File: config.mk
export PLATFORM = sky130hd
export DESIGN_NAME = vcfg_unit
export DESIGN_NICKNAME = d
export VERILOG_FILES = /design/src/rtl/vcfg_pkg.sv /design/src/rtl/vcfg_type_check.sv /design/src/rtl/vcfg_avl_sel.sv /design/src/rtl/vcfg_unit.sv
export SDC_FILE = /design/constraint.sdc
export NUM_CORES = 1
export LEC_CHECK = 0
export ABC_AREA = 1
export BUFFER_PORTS_ARGS = -buffer_cell sky130_fd_sc_hd__buf_4
export CAP_MARGIN = 5
export CORE_MARGIN = 4
export CORE_UTILIZATION = 40
export CTS_CLUSTER_SIZE = 10
export DETAILED_ROUTE_END_ITERATION = 6
export GPL_TIMING_DRIVEN = 0
export PLACE_DENSITY = 0.68
export SYNTH_ARGS = -nofsm -noshare
export SYNTH_HDL_FRONTEND = slang
export SYNTH_SLANG_ARGS = --single-unit
File: constraint.sdc
create_clock -name clk -period 6.2 [get_ports clk]
set_clock_uncertainty 0.1 [all_clocks]
set_input_delay 0.62 -clock clk [delete_from_list [all_inputs] [get_ports clk]]
set_output_delay 0.62 -clock clk [all_outputs]
set_load 0.03 [all_outputs]
File: src/rtl/vcfg_pkg.sv
package vcfg_pkg;
  typedef enum logic [1:0] {
    CFG_REG_IMM = 2'd0,
    CFG_REG_REG = 2'd1,
    CFG_IMM_IMM = 2'd2
  } cfg_form_e;

  localparam int LMUL_LSB = 0;
  localparam int SEW_LSB  = 3;
  localparam int RSV_LSB  = 8;
  localparam logic [2:0] LMUL_RSV_CODE = 3'd4;
endpackage

File: src/rtl/vcfg_type_check.sv
module vcfg_type_check
  import vcfg_pkg::*;
#(
  parameter int XLEN = 64,
  parameter int VLEN = 128,
  parameter int ELEN = 64,
  parameter int VL_W = 8
) (
  input  logic [XLEN-1:0] vtype_i,
  output logic            legal_o,
  output logic [VL_W-1:0] vlmax_o
);
  logic [2:0]  lmul_code;
  logic [2:0]  sew_code;
  logic        frac;
  logic [2:0]  frac_sh;
  logic [31:0] sew_bits;
  logic [31:0] elen_lim;
  logic [31:0] base;
  logic [31:0] scaled;
  logic        rsv_clear;
  logic        unused_policy;

  assign lmul_code     = vtype_i[LMUL_LSB +: 3];
  assign sew_code      = vtype_i[SEW_LSB +: 3];
  assign unused_policy = ^vtype_i[RSV_LSB-1:SEW_LSB+3];
  assign frac          = lmul_code[2];
  assign frac_sh       = 3'd0 - lmul_code;

  always_comb begin
    sew_bits  = 32'd8 << sew_code;
    elen_lim  = frac ? (32'(ELEN) >> frac_sh) : 32'(ELEN);
    rsv_clear = ~|vtype_i[XLEN-1:RSV_LSB];
    legal_o   = (lmul_code != LMUL_RSV_CODE) && (sew_bits <= elen_lim) && rsv_clear;
    base      = 32'(VLEN) >> (32'd3 + 32'(sew_code));
    scaled    = frac ? (base >> frac_sh) : (base << lmul_code[1:0]);
    vlmax_o   = legal_o ? VL_W'(scaled) : '0;
  end
endmodule

File: src/rtl/vcfg_avl_sel.sv
module vcfg_avl_sel
  import vcfg_pkg::*;
#(
  parameter int XLEN = 64,
  parameter int VL_W = 8
) (
  input  logic [1:0]      form_i,
  input  logic [XLEN-1:0] rs1_val_i,
  input  logic [4:0]      uimm_i,
  input  logic            rs1_zero_i,
  input  logic            rd_zero_i,
  input  logic [VL_W-1:0] cur_vl_i,
  input  logic [VL_W-1:0] vlmax_i,
  output logic [VL_W-1:0] new_vl_o
);
  logic [XLEN-1:0] avl;

  always_comb begin
    if (cfg_form_e'(form_i) == CFG_IMM_IMM)
      avl = XLEN'(uimm_i);
    else if (rs1_zero_i && !rd_zero_i)
      avl = '1;
    else if (rs1_zero_i)
      avl = XLEN'(cur_vl_i);
    else
      avl = rs1_val_i;
    new_vl_o = (avl > XLEN'(vlmax_i)) ? vlmax_i : VL_W'(avl);
  end
endmodule

File: src/rtl/vcfg_unit.sv
module vcfg_unit
  import vcfg_pkg::*;
#(
  parameter int XLEN  = 64,
  parameter int VLENB = 16,
  parameter int ELEN  = 64,
  localparam int VLEN = VLENB * 8,
  localparam int VL_W = $clog2(VLEN + 1)
) (
  input  logic            clk,
  input  logic            rst,
  input  logic            req_valid,
  input  logic [1:0]      req_form,
  input  logic [XLEN-1:0] req_rs1_val,
  input  logic [XLEN-1:0] req_rs2_val,
  input  logic [10:0]     req_imm,
  input  logic [4:0]      req_uimm,
  input  logic            req_rs1_zero,
  input  logic            req_rd_zero,
  output logic            rsp_valid,
  output logic [XLEN-1:0] rsp_rd_data,
  output logic            vstart_clr,
  output logic [VL_W-1:0] vl_o,
  output logic [XLEN-1:0] vtype_o
);
  localparam logic [XLEN-1:0] VILL_WORD = {1'b1, {(XLEN-1){1'b0}}};

  logic [XLEN-1:0] req_type;
  logic            req_legal;
  logic [VL_W-1:0] req_vlmax;
  logic            cur_legal;
  logic [VL_W-1:0] cur_vlmax;
  logic            same_type;
  logic [XLEN-1:0] next_vtype;
  logic [VL_W-1:0] next_vlmax;
  logic [VL_W-1:0] next_vl;
  logic            unused_cur_legal;

  always_comb begin
    case (cfg_form_e'(req_form))
      CFG_REG_IMM: req_type = XLEN'(req_imm);
      CFG_IMM_IMM: req_type = XLEN'(req_imm[9:0]);
      default:     req_type = req_rs2_val;
    endcase
  end

  vcfg_type_check #(.XLEN(XLEN), .VLEN(VLEN), .ELEN(ELEN), .VL_W(VL_W)) u_req_chk (
    .vtype_i (req_type),
    .legal_o (req_legal),
    .vlmax_o (req_vlmax)
  );

  vcfg_type_check #(.XLEN(XLEN), .VLEN(VLEN), .ELEN(ELEN), .VL_W(VL_W)) u_cur_chk (
    .vtype_i (vtype_o),
    .legal_o (cur_legal),
    .vlmax_o (cur_vlmax)
  );
  assign unused_cur_legal = cur_legal;

  assign same_type  = (req_type == vtype_o);
  assign next_vtype = same_type ? vtype_o : (req_legal ? req_type : VILL_WORD);
  assign next_vlmax = same_type ? cur_vlmax : req_vlmax;

  vcfg_avl_sel #(.XLEN(XLEN), .VL_W(VL_W)) u_avl (
    .form_i     (req_form),
    .rs1_val_i  (req_rs1_val),
    .uimm_i     (req_uimm),
    .rs1_zero_i (req_rs1_zero),
    .rd_zero_i  (req_rd_zero),
    .cur_vl_i   (vl_o),
    .vlmax_i    (next_vlmax),
    .new_vl_o   (next_vl)
  );

  always_ff @(posedge clk) begin
    if (rst) begin
      rsp_valid   <= 1'b0;
      vstart_clr  <= 1'b0;
      rsp_rd_data <= '0;
      vl_o        <= '0;
      vtype_o     <= VILL_WORD;
    end else begin
      rsp_valid  <= req_valid;
      vstart_clr <= req_valid;
      if (req_valid) begin
        rsp_rd_data <= XLEN'(next_vl);
        vl_o        <= next_vl;
        vtype_o     <= next_vtype;
      end
    end
  end

  // illegal flag means an otherwise empty word and zero length
  a_r4_vill_word: assert property (@(posedge clk) disable iff (rst)
    vtype_o[XLEN-1] |-> (vtype_o[XLEN-2:0] == '0) && (vl_o == '0));
  // a stored legal type never carries the reserved lmul code
  a_r4_no_rsv_lmul: assert property (@(posedge clk) disable iff (rst)
    !vtype_o[XLEN-1] |-> (vtype_o[2:0] != LMUL_RSV_CODE));
  // matching request keeps vtype
  a_r5_same_keeps: assert property (@(posedge clk) disable iff (rst)
    (req_valid && same_type) |=> $stable(vtype_o));
  // destination value equals the new vl
  a_r6_rd_is_vl: assert property (@(posedge clk) disable iff (rst)
    rsp_valid |-> (rsp_rd_data == XLEN'(vl_o)));
  // rs1 zero with rd nonzero requests the maximum
  a_r7_max_req: assert property (@(posedge clk) disable iff (rst)
    (req_valid && (req_form != 2'd2) && req_rs1_zero && !req_rd_zero)
      |=> (vl_o == $past(next_vlmax)));
  // one-cycle response and vstart clear pulse
  a_r8_resp: assert property (@(posedge clk) disable iff (rst)
    req_valid |=> (rsp_valid && vstart_clr));
  // idle cycle holds state
  a_r10_idle_hold: assert property (@(posedge clk) disable iff (rst)
    !req_valid |=> (!rsp_valid && !vstart_clr && $stable(vl_o) && $stable(vtype_o)));
endmodule

# Yosys cells after proc, flatten, opt, wreduce, memory -nomap -nowiden
# Cells that the tools add are included.
# word_totals
ff_bits,73
in_bits,151
elab_cells,50
# classes
add_sub_neg,4
order_cmp,3
n_eq_ne,4
shifts,10
muxes,13
bitwise,1
n_reduce_logical,12
# op_table
operator,n
$mux 64,4
$pmux 64 s2,1
$reduce_or 56->1,2
$eq 64x64->1,1
$gt 64x8->1,1
$le 32x32->1,2
$mux 32,2
$shl 32x2->8,2
$shl 4x3->32 const A,2
$shr 32x3->8,2
$shr 7x3->32 const A,2
$shr 8x32->32 const A,2
$mux 8,6
$add 2x3->4 const A,2
$ne 3x3->1 const B,2
$sub 1x3->3 const A,2
$logic_and 1x1->1,5
$logic_not 1->1,3
$eq 2x2->1 const B,1
$logic_not 2->1,1
$reduce_and 2->1,1
$not 1->1,1

# Longest topological paths before layout
# logic_depth
ltp_word,12
depth_mapped,32
ltp_nobuf,31

# By module
# Synthesis repeated with hierarchy kept, for this count alone.
# hier_totals
hier_cells,1470
area_unflattened_um2,7867.5
# modules_own_cells
module,instances,cells_each,area_per_inst_um2
vcfg_unit,1,998,5505.3
vcfg_type_check at u_cur_chk,1,165,839.6
vcfg_type_check at u_req_chk,1,168,838.3
vcfg_avl_sel,1,139,684.4

# Worst setup path before layout
# Ideal clock, no wire load.
# synth_path
kind,reg-to-reg
start,register vtype_o[0]
end,register vl_o[2]
setup_ns,0.071
arrival_ns,4.635
required_time_ns,6.029
path_slack_ns,1.394
path_stages_with_launch,24
n_path_buf,1
period_less_slack_ns,4.806
cell_sequence,dfxtp_1 -> buf_2 -> clkinv_1 -> ha_1 -> ha_1 -> nand2_1 -> inv_1 -> nand2_1 -> ha_1 -> a21oi_1 -> nand2_1 -> a21oi_1 -> nor2_1 -> nor2_1 -> inv_1 -> o31ai_1 -> inv_1 -> ha_1 -> nand2_1 -> o41ai_2 -> nand2_1 -> nand3_1 -> nand2_1 -> a21oi_1
# synth_between
elab_chain_len,10
elab_cells_between_ends,15
cone_classes,add/sub (1); order compare (2); eq/ne (2); shift (3); mux (5); reduce/logical (2)
# synth_rtl
element,line,source
from (decl),vcfg_unit.sv:24,output logic [XLEN-1:0] vtype_o
from (signal assigned),vcfg_unit.sv:88,vtype_o <= next_vtype;
$sub 1x3->3,vcfg_type_check.sv:28,assign frac_sh = 3'd0 - lmul_code;
$shr 7x3->32,vcfg_type_check.sv:32,elen_lim = frac ? (32'(ELEN) >> frac_sh) : 32'(ELEN);
$mux 32,vcfg_type_check.sv:32,
$le 32x32->1,vcfg_type_check.sv:34,legal_o = (lmul_code != LMUL_RSV_CODE) && (sew_bits <= elen_lim) && rsv_clear;
$logic_and 1x1->1 (2 in series),vcfg_type_check.sv:34,
$mux 8,vcfg_type_check.sv:37,vlmax_o = legal_o ? VL_W'(scaled) : '0;
$mux 8 (*),vcfg_unit.sv:62,assign next_vlmax = same_type ? cur_vlmax : req_vlmax;
$gt 64x8->1,vcfg_avl_sel.sv:27,new_vl_o = (avl > XLEN'(vlmax_i)) ? vlmax_i : VL_W'(avl);
$mux 8 (*),vcfg_avl_sel.sv:27,
to (signal assigned),vcfg_unit.sv:87,vl_o <= next_vl;
to (decl),vcfg_unit.sv:23,"output logic [VL_W-1:0] vl_o,"
# Every way passes the cells marked *; elsewhere a longest branch is shown, timed or not.
# A chain may end at the register's enable or synchronous reset.

# Worst setup path in the final report
# layout_path
start,input req_form[0]
end,register vl_o[1]
# layout_between
elab_chain_len,12
elab_cells_between_ends,24
cone_classes,add/sub (2); order compare (2); eq/ne (3); shift (5); mux (7); reduce/logical (5)
# layout_rtl
element,line,source
from (decl),vcfg_unit.sv:13,"input logic [1:0] req_form,"
$eq 2x2->1 or $logic_not 2->1 (tied branches),"vcfg_avl_sel.sv:19, vcfg_unit.sv:40",
$pmux 64 s2,vcfg_unit.sv:40,case (cfg_form_e'(req_form))
$sub 1x3->3,vcfg_type_check.sv:28,
$shr 7x3->32,vcfg_type_check.sv:32,
$mux 32,vcfg_type_check.sv:32,
$le 32x32->1,vcfg_type_check.sv:34,
$logic_and 1x1->1 (2 in series),vcfg_type_check.sv:34,
$mux 8,vcfg_type_check.sv:37,
$mux 8,vcfg_unit.sv:62,
$gt 64x8->1,vcfg_avl_sel.sv:27,
$mux 8 (*),vcfg_avl_sel.sv:27,
# Marks and branches as above.

==> results.md <==
* Final setup fails at 0
* DR DRC count at 0
* I/O Pins at 289
* Seq cells post-synth at 73
* Row Count at 48
* Synth warn at 0
* CP dominant cell by count: nand2_1
* DP HPWL at 25.2 mm
* Synth top area cells: nand2_1, dfxtp_1, nand3_1
* DIE HEIGHT at 140 microns
* Fin crit share at 0.909
* Max VDD drop at 131 uV
* Simple-Gate Fraction of Synth Area at 0.518
* Most common cell in the netlist: nand2_1
* ANT cells at 0
* Slew @ Worst Pin at about 0.83 ns
* Gate Count Post-Synth at 1249
* Worst Path Buf+Inv at 7
* Area leader, netlist: nand2_1
* Final layout net count at around 1.7k
* CTS H-tree lvls at 3
* Crit path capture type: flip-flop
* Switching power at 0.583 mW
* Final-report hold violation count at 0
* Synth Area in Compound Gates at 0.0579
* Chip width at 140 microns
* Rel. slew slack at 0.450
* Post-synth top area share at 0.243
* Pint at approximately 0.99 mW
* Comb pwr share at 0.327
* Slowest-stage cell, CP: o41ai_4
* Max Buffers Root-to-Sink at 2
* Pins Over Slew Limit at 0
* RSZ-0062 raised after global routing: no
* Layout cell share with drive strength beyond 1 at 0.227
* Min cycle time layout at approximately 5.6 ns
* Placed cells at 1759
* Largest delay share family, worst path: simple AND/OR/NAND/NOR gates
* Gr ovfl total at 0
* Hold slack final at 0.401 ns
* Number of port buffers at 230
* Worst Hold Class: reg2reg
* Placeable Area at 17200 sq um
* Outcome: complete, no violations
* Multi-input gate area at ~4600 sq um
* Drt pass-1 iters at 6
* CP Max Fanout at 10
* CTS tree: yes
* Startpoint types: primary input
* Post-synthesis sequential area ratio at 0.209
* Die area at 19700 sq um
* Library cells used by synthesis at 35
* Adder-cell share of the synthesized area at 0.0429
* Switching share of power at 0.371
* Mapped Area at 7010 sq um
* DRT iter0 DRCs at about 1.1k
* Worst endpoint required time at 6.38 ns
* Synth cell count leaders: nand2_1, nor2_1, nand3_1
* Routability cong. at 0.952
* Largest net degree at the start of global routing at 16
* Vias per Instance at 5.09
* Synth Flop Type: dfxtp_1
* Async SR Flop Fraction at 0
* Reg power frac at 0.307
* Non-filler instance count after layout at 1775
* Multiplexer share of the synthesized area at 0
* Num CTS Buffers at 9
* Syn avg cell area at between 5 and 6 sq um
* Fill count at roughly 1.8k
* Vias in the first global route at 8105
* Critical path type: in2reg
* Clock sinks at 73
* WP data arrival at 5.82 ns
* Crit path largest cell delay at 0.48 ns
* Wire length per cell at 17.4 microns
* Fmax at 177 MHz
* Area grow syn2layout at 36.2%
* EDFF count, synth at 0
* Final wirelength at between 30 and 40 mm
* Maximum Capacitance Violations at 0
* PwrDens at 165 nW/um^2
* Sequential Area at 1460 sq um
* Initial core utilization at 0.406
* Clk_lat worst skew at 0.36 ns
* All-Layer GR Usage at 0.296
* Clk network pwr share at 0.367
* Clk slew on worst S/H paths at 0.07 ns
* Synth Area in XOR/XNOR at 0
* Initial antenna violation count at 0
* Post-route setup TNS at 0 ns
* Root Buffer: clkbuf_16
* Largest family of logic cells by synthesized area: simple AND/OR/NAND/NOR gates
* Static Leakage at 5.22 nW
* Global-route wire length before repair at 45.5 mm
* Vias at 9037
* Antenna Nets Post-Route at 0
## cells in the final DEF, fill, tap and decap left out, types with 3 or more instances in the layout
master,Yosys,final
nand2_1,453,453
buf_4,74,304
nor2_1,142,142
nand3_1,140,140
inv_1,129,129
dfxtp_1,73,73
conb_1,1,56
nor3_1,51,51
a21oi_1,31,31
nand4_1,24,24
ha_1,24,24
clkbuf_1,16,16
o21ai_0,16,16
nor3_2,10,10
nand3b_1,9,9
clkbuf_16,0,9
buf_2,8,8
o221ai_1,7,7
nor4_1,7,7
a211oi_1,6,6
buf_6,4,4
and2_1,4,4
clkinv_1,3,3
inv_6,0,3
## worst register-to-register path: cells and delay by family (launching register included)
kind                     cells  cell delay (ns)
AND/OR/NAND/NOR              9             1.42
AO/OA/AOI/OAI                5             1.23
buffers and inverters        5             0.91
adder cells (fa/ha/maj)      4             1.30
flip-flops                   1             0.44
## worst paths after layout
check             depth (start not counted)  endpoint  slack [ns]   startpoint
setup / recovery                         29   vl_o[1]        0.56  req_form[0]
hold reg to reg                           2   vl_o[4]        0.40      vl_o[4]
setup reg to reg                         23   vl_o[1]        0.74   vtype_o[0]
hold / removal                            2   vl_o[4]        0.40      vl_o[4]
## sequential cells by signal, indices dropped and copies added (netlist names)
register / count
vtype_o: 64
vstart_clr: 1
vl_o: 8
## through the flow
stage / utilization / power [mW] / setup slack, ns / cell area [sq um]
3_5_place_dp: 0.535 / 0.992 / 0.0533 / 9220
3_3_place_gp: 0.535 / 0.990 / 0.0688 / 9220
4_1_cts: 0.553 / 1.56 / 0.423 / 9530
2_1_floorplan: - / 0.807 / 1.39 / 7210
5_1_grt: 0.553 / 1.64 / 0.107 / 9540
6_report: 0.553 / 1.57 / 0.565 / 9540
## cell families (layout without fill, tap and decap cells)
kind of cell    count (synthesis)  after routing
compound gates                 67             67
fa+ha+maj                      24             24
buf+inv                       236            482
flops                          73             73
other cells                     1             56
simple gates                  848            848
## power by group through the flow
stage                     clock [mW]  combinational (mW)  sequential [mW]
after floorplan                    0               0.308            0.499
after global placement             0               0.498            0.492
after detailed placement           0               0.499            0.492
after CTS                      0.575               0.502            0.481
after global routing           0.594               0.559            0.482
final                          0.575               0.513            0.481
## final cells by class
class,count,share of cell area
timing repair buffer,230,0.181
multi-input combinational,995,0.478
inverter,134,0.0527
tap,225,0.0295
sequential,73,0.153
clock buffer,9,0.0236
buffer,102,0.0735
clock inverter,7,0.00866
## layer usage
metal,vias up,routed length [microns],GRT usage
met2,476,14300,0.498
met3,42,3130,0.0621
met5,-,0,0
met1,4042,12800,0.387
li1,4477,-,-
met4,0,622,0.0760
## what timing repair did
item,4_1_cts,5_1_grt
endpoints found under the hold margin,0,0
hold buffers,0,0
buffers inserted,0,0
endpoints found under the setup margin,0,8
resized for setup,0,1
No activity file was read; power rests on OpenSTA's default activity.
